--- src/rtl/cmdser_pkg.sv ---
// Shared definitions for the byte-serial command deserializer.
// Assumes a byte-wide transport lane.
package cmdser_pkg;
    localparam int BYTE_W = 8;
    typedef logic [BYTE_W-1:0] lane_t;
endpackage

--- src/rtl/cmdser_collect.sv ---
// Byte collector: tracks the byte position inside a command and stores the
// address lanes and data lanes. The data word is published in one step when
// the final byte arrives.
// Assumes the bytes of one command come on consecutive cycles, and that a
// start strobe always restarts collection.
module cmdser_collect
    import cmdser_pkg::*;
#(
    parameter int ADDR_BYTES = 2,
    parameter int DATA_BYTES = 4
) (
    input  logic                           clk,
    input  logic                           rst_n,
    input  lane_t                          in_byte,
    input  logic                           in_start,
    output logic [$clog2(ADDR_BYTES+DATA_BYTES+1)-1:0] pos,
    output logic                           busy,
    output logic [ADDR_BYTES*BYTE_W-1:0]   cmd_addr,
    output logic [DATA_BYTES*BYTE_W-1:0]   cmd_data
);
    localparam int CMD_LEN = ADDR_BYTES + DATA_BYTES;
    localparam int CW      = $clog2(CMD_LEN + 1);
    localparam int SHW     = (DATA_BYTES - 1) * BYTE_W;

    logic [CMD_LEN-1:0] take;
    logic [SHW-1:0]     shadow;

    // One select per byte position; the strobe always means position 0
    for (genvar p = 0; p < CMD_LEN; p++) begin : g_take
        assign take[p] = in_start ? (p == 0) : (busy && pos == CW'(p));
    end

    // Position counter: restart on a strobe, go idle after the last byte
    always_ff @(posedge clk) begin
        if (!rst_n) begin
            pos  <= '0;
            busy <= 1'b0;
        end else if (in_start) begin
            pos  <= CW'(1);
            busy <= 1'b1;
        end else if (busy) begin
            if (pos == CW'(CMD_LEN - 1)) begin
                pos  <= '0;
                busy <= 1'b0;
            end else begin
                pos <= pos + 1'b1;
            end
        end
    end

    // Address lanes, low byte first
    for (genvar i = 0; i < ADDR_BYTES; i++) begin : g_alane
        lane_t q;
        // Capture this address lane at its position
        always_ff @(posedge clk) begin
            if (!rst_n)       q <= '0;
            else if (take[i]) q <= in_byte;
        end
        assign cmd_addr[i*BYTE_W +: BYTE_W] = q;
    end

    // Data lanes except the last one are held in a shadow register
    for (genvar j = 0; j < DATA_BYTES - 1; j++) begin : g_dlane
        lane_t q;
        // Capture this data lane at its position
        always_ff @(posedge clk) begin
            if (!rst_n)                    q <= '0;
            else if (take[ADDR_BYTES + j]) q <= in_byte;
        end
        assign shadow[j*BYTE_W +: BYTE_W] = q;
    end

    // Publish the whole word together with the final byte
    always_ff @(posedge clk) begin
        if (!rst_n)                 cmd_data <= '0;
        else if (take[CMD_LEN-1])   cmd_data <= {in_byte, shadow};
    end

    p_pos_range_r6: assert property (@(posedge clk) disable iff (!rst_n)
        pos <= CW'(CMD_LEN - 1));
    p_restart_r6: assert property (@(posedge clk) disable iff (!rst_n)
        in_start |=> (busy && pos == CW'(1)));
    p_data_hold_r5: assert property (@(posedge clk) disable iff (!rst_n)
        !$stable(cmd_data) |-> (!busy && pos == '0));
endmodule

--- src/rtl/cmdser_decode.sv ---
// Address decoder: at the chosen byte position it compares the masked
// address with the base, and it registers a one-cycle write pulse together
// with the local address.
// Assumes the address is complete by the time the pulse position is reached.
module cmdser_decode #(
    parameter int          AW       = 16,
    parameter int          LOC_AW   = 5,
    parameter int          CW       = 3,
    parameter int          FIRE_POS = 2,
    parameter logic [31:0] BASE     = 32'h0000_0160,
    parameter logic [31:0] MASK     = 32'h0000_03E0
) (
    input  logic              clk,
    input  logic              rst_n,
    input  logic              busy,
    input  logic              in_start,
    input  logic [CW-1:0]     pos,
    input  logic [AW-1:0]     cmd_addr,
    output logic              reg_we,
    output logic [LOC_AW-1:0] reg_addr
);
    localparam logic [AW-1:0] MASK_W = MASK[AW-1:0];
    localparam logic [AW-1:0] BASE_W = BASE[AW-1:0] & MASK[AW-1:0];

    logic fire, hit;
    assign fire = busy && !in_start && (pos == CW'(FIRE_POS));
    assign hit  = (cmd_addr & MASK_W) == BASE_W;

    // Registered pulse and local address on a matching command
    always_ff @(posedge clk) begin
        if (!rst_n) begin
            reg_we   <= 1'b0;
            reg_addr <= '0;
        end else begin
            reg_we <= fire && hit;
            if (fire && hit) reg_addr <= cmd_addr[LOC_AW-1:0];
        end
    end

    p_we_pulse_r3: assert property (@(posedge clk) disable iff (!rst_n)
        reg_we |=> !reg_we);
    p_we_match_r7: assert property (@(posedge clk) disable iff (!rst_n)
        reg_we |-> (($past(cmd_addr) & MASK_W) == BASE_W));
endmodule

--- src/rtl/cmd_byte_deser.sv ---
// Top level of the byte-serial register write deserializer. It joins the
// byte collector and the address decoder. The write pulse leads the
// completed data word by EARLY cycles.
// Assumes 0 <= EARLY <= DATA_BYTES-1, so the address is complete before the
// pulse, and assumes DATA_BYTES >= 2.
module cmd_byte_deser
    import cmdser_pkg::*;
#(
    parameter int          ADDR_BYTES = 2,
    parameter int          DATA_BYTES = 4,
    parameter int          LOC_AW     = 5,
    parameter int          EARLY      = 3,
    parameter logic [31:0] BASE_ADDR  = 32'h0000_0160,
    parameter logic [31:0] ADDR_MASK  = 32'h0000_03E0
) (
    input  logic                         clk,
    input  logic                         rst_n,
    input  logic [BYTE_W-1:0]            cmd_byte,
    input  logic                         cmd_start,
    output logic [LOC_AW-1:0]            reg_addr,
    output logic                         reg_we,
    output logic [DATA_BYTES*BYTE_W-1:0] reg_data
);
    localparam int CMD_LEN  = ADDR_BYTES + DATA_BYTES;
    localparam int CW       = $clog2(CMD_LEN + 1);
    localparam int AW       = ADDR_BYTES * BYTE_W;
    localparam int FIRE_POS = CMD_LEN - EARLY - 1;

    logic [CW-1:0] pos;
    logic          busy;
    logic [AW-1:0] cmd_addr;

    cmdser_collect #(
        .ADDR_BYTES (ADDR_BYTES),
        .DATA_BYTES (DATA_BYTES)
    ) i_collect (
        .clk      (clk),
        .rst_n    (rst_n),
        .in_byte  (cmd_byte),
        .in_start (cmd_start),
        .pos      (pos),
        .busy     (busy),
        .cmd_addr (cmd_addr),
        .cmd_data (reg_data)
    );

    cmdser_decode #(
        .AW       (AW),
        .LOC_AW   (LOC_AW),
        .CW       (CW),
        .FIRE_POS (FIRE_POS),
        .BASE     (BASE_ADDR),
        .MASK     (ADDR_MASK)
    ) i_decode (
        .clk      (clk),
        .rst_n    (rst_n),
        .busy     (busy),
        .in_start (cmd_start),
        .pos      (pos),
        .cmd_addr (cmd_addr),
        .reg_we   (reg_we),
        .reg_addr (reg_addr)
    );

    p_we_timing_r3: assert property (@(posedge clk) disable iff (!rst_n)
        reg_we |-> ($past(busy) && $past(pos) == CW'(FIRE_POS)));
    p_addr_hold_r4: assert property (@(posedge clk) disable iff (!rst_n)
        !reg_we |-> $stable(reg_addr));
endmodule

--- config.mk ---
export PLATFORM = sky130hd
export DESIGN_NAME = cmd_byte_deser
export DESIGN_NICKNAME = d
export VERILOG_FILES = /design/src/rtl/cmdser_pkg.sv /design/src/rtl/cmdser_collect.sv /design/src/rtl/cmdser_decode.sv /design/src/rtl/cmd_byte_deser.sv
export SDC_FILE = /design/constraint.sdc
export NUM_CORES = 1
export LEC_CHECK = 0
export BUFFER_PORTS_ARGS = -buffer_cell sky130_fd_sc_hd__clkbuf_2
export CAP_MARGIN = 30
export CELL_PAD_IN_SITES_DETAIL_PLACEMENT = 0
export CELL_PAD_IN_SITES_GLOBAL_PLACEMENT = 2
export CORE_ASPECT_RATIO = 0.6
export CORE_MARGIN = 2
export CORE_UTILIZATION = 35
export DETAILED_ROUTE_END_ITERATION = 10
export PLACE_DENSITY = 0.84
export SYNTH_ARGS = -nofsm -noshare
export SYNTH_HDL_FRONTEND = slang
export SYNTH_SLANG_ARGS = --single-unit
--- constraint.sdc ---
create_clock -name clk -period 2.8 [get_ports clk]
set_clock_uncertainty 0.1 [all_clocks]
set_input_delay 0.14 -clock clk [delete_from_list [all_inputs] [get_ports clk]]
set_output_delay 0.14 -clock clk [all_outputs]
set_load 0.01 [all_outputs]
==> run_results.csv <==
group,metric,value,unit
drt,vias,2635,
synth,synth-main-ff-cell,"dfxtp_1",
timing,hold_viol_final,0,
power,powerDensity,671,nW/µm²
drt,first_pass_iters,5,
power,sw_frac_of_total,0.215,
synth,yosys-top-cells-area,"dfxtp_1, a21oi_1, o21ai_0",
power,peakVddDrop,385,µV
clock_tree,clkTransAtPathRegs,60,ps
global_routing,grt_usage,0.182,
finish,synthToLayoutAreaGrowth,20.6,%
synth,netlist_area,2960,µm²
global_routing,grt_pass1_vias,2348,
worst_hold_path,holdPathStages,3,
timing,worstMarginPinSlew,756,ps
drt,viasPerCell,5.34,
floorplan,dieWidth,123,µm
synth,synth-edff-count,0,
setup_path,crit_path_max_incr_delay,740,ps
worst_hold_path,holdPathEnd,"i_collect.cmd_data[31]",
setup_path,worstPathRequired,2960,ps
placed_design,place.gp.congestion,0.809,
global_routing,grt_start_max_net_pins,43,
power,clkPwrFrac,0.492,
power,p_leak,1.32,nW
power,seqPwrFrac,0.463,
synth,netlist_instances,348,
floorplan,row_count,25,
drt,wl_met1,3900,µm
synth,netlist.top_cell.by_area,"dfxtp_1",
timing,finalSetupTns,0,ps
timing,slew_headroom,0.496,
setup_path,reg2regPathDepth,3,
setup_path,crit_type,"flip-flop to flip-flop",
timing,min_period,2150,ps
global_routing,antenna_found_initial,0,
clock_tree,max-clock-path-buffers,2,
setup_path,slowest_stage,"or4b_1",
synth,ys_warn_count,0,
floorplan,die_area,9230,µm²
drt,routed_wl,7680,µm
job,max_cap_viol_count,0,
worst_hold_path,hp-start,"cmd_byte[7]",
timing,setup_viol,0,
floorplan,fp.coreArea,8040,µm²
placed_design,port_buffers,48,
floorplan,io_pins,49,
power,p_int,1.88,mW
global_routing,grt_pass1_wl,12300,µm
floorplan,initial_core_util,0.368,
finish,post-route-util,0.444,
drt,wl_met2,3260,µm
synth,synth-seq-cells,76,
clock_tree,cts_resized,0,
placed_design,placedCellCount,478,
drt,wl_met3,425,µm
clock_tree,cts-root-buf,"clkbuf_16",
placed_design,dpl_worst_slack,643,ps
synth,synth_nets,360,
synth,netlist_top_cells_count,"dfxtp_1, a21oi_1, o21ai_0, nand3_1, clkbuf_1",
clock_tree,htree_levels,3,
power,p_total,2.39,mW
drt,first_iter_violations,231,
timing,drv_slew,0,
setup_path,cp-start-kind,"flip-flop",
synth,avgSynthCellArea,8.50,µm²
synth,ys_types,28,
finish,diodes,0,
setup_path,arrival,2310,ps
power,p_comb_frac,0.045,
setup_path,timing.rr.start,"i_collect.pos[0]",
worst_hold_path,hold_class,"input port to flip-flop",
finish,finalNetCount,393,
finish,final_cells,493,
timing,fin_ws,646,ps
drt,drc,0,
setup_path,r2r_end,"i_decode.reg_addr[0]",
power,switching_power,514,µW
drt,drt.antenna.violating_nets,0,
timing,rsz0062_at_grt,"false",
synth,synth-async-reset-ratio,0,
clock_tree,cts_made_buffers,9,
clock_tree,clkSinkCount,76,
setup_path,worstPathMaxFanout,15,
global_routing,gr-total-overflow,0,
run_status,run_status,"complete, no violations",
finish,drive_gt1_frac,0.192,
timing,post-route-period-util,0.769,
drt,top_layer_used,"met4",
floorplan,die_h,75.2,µm
timing,fmax,0.464,GHz
clock_tree,postCtsSetupRepairBufs,0,
synth,synth.most_common_cell,"dfxtp_1",
synth,seq_area_frac_synth,0.514,
clock_tree,insertion_delay,340,ps
clock_tree,cts_tree,"built",
clock_tree,cts_hold_buf,0,
setup_path,r2r_slack,650,ps
setup_path,critical_path.cell_chain,"or4b_1, nor4_4, mux2i_1",
drt,avgRoutedWirePerCell,15.6,µm
synth,synthDominantCellAreaShare,0.514,
setup_path,endpoint_kind,"flip-flop",
placed_design,place_hpwl,5000,µm
cells in the final DEF (no fill, tap or decap), types with 7 or more instances in the layout:
| master | count |
|---|---|
| dfxtp_1 | 76 |
| a21oi_1 | 61 |
| o21ai_0 | 58 |
| nand3_1 | 56 |
| clkbuf_2 | 48 |
| mux2i_1 | 14 |
| nand2_1 | 13 |
| nor2_1 | 11 |
| clkbuf_16 | 9 |
| buf_4 | 7 |
registers in the layout (all words and copies together), names as in the netlist:
| name | cells |
|---|---|
| i_collect.cmd_data | 32 |
| i_decode.reg_addr | 5 |
| i_collect.busy | 1 |
| i_decode.reg_we | 1 |
| i_collect.pos | 3 |
| i_collect.g_dlane.q | 24 |
| i_collect.g_alane.q | 10 |
cell families (layout without fill, tap and decap cells):
family                     after synthesis  after routing  share of synthesized area
AOI/OAI and AO/OA                      119            119                      0.201
and+or+nand+nor                        100            100                      0.182
DFF                                     76             76                      0.514
buffers and inverters                   37             74                     0.0478
muxes                                   14             14                     0.0474
adders and majority gates                1              1                    0.00423
xor gates and xnor gates                 1              1                    0.00296
power groups by stage:
| stage | Clock [mW] | Combinational, mW | Sequential [mW] |
|---|---|---|---|
| after floorplan | 0 | 0.0720 | 1.12 |
| after detailed placement | 0 | 0.107 | 1.13 |
| after global routing | 1.26 | 0.118 | 1.11 |
| after global placement | 0 | 0.106 | 1.13 |
| final | 1.18 | 0.107 | 1.11 |
| after CTS | 1.21 | 0.108 | 1.11 |
through the flow:
stage	cell area, µm²	hold slack (ps)
floorplan	2960	184
global placement	3270	343
detailed placement	3270	349
CTS	3570	38.3
global route	3570	59.7
finish	3570	49.8
per-layer routing:
layer | up-vias | global-route usage
li1 | 1301 | -
met1 | 1251 | 0.249
met2 | 74 | 0.263
met3 | 9 | 0.0727
met4 | 0 | 0.0613
met5 | - | 0
critical path, delay by kind of cell (launching register included):
kind          cells  cell delay, ps
flops             1             460
simple gates      2            1260
mux               1             250
area by class of cell:
| type | count | area, µm² |
|---|---|---|
| clock buffers | 14 | 274 |
| clock inverters | 1 | 30.0 |
| flip-flops and latches | 76 | 1520 |
| multi-input cells | 235 | 1300 |
| well taps | 108 | 135 |
| inverters | 4 | 15.0 |
| repair buffers | 55 | 293 |
| fillers | 833 | 4470 |
worst max-delay path by stage:
stage                                      to  depth (start not counted)              from
floorplan           i_collect.g_dlane[1].q[0]                          8  i_collect.pos[1]
detailed placement       i_decode.reg_addr[3]                          3  i_collect.pos[0]
CTS                      i_decode.reg_addr[0]                          3  i_collect.pos[0]
global route             i_decode.reg_addr[3]                          3  i_collect.pos[0]
global placement         i_decode.reg_addr[3]                          3  i_collect.pos[0]
finish                   i_decode.reg_addr[0]                          3  i_collect.pos[0]
Note: power is estimated with default switching activity, not from simulation.
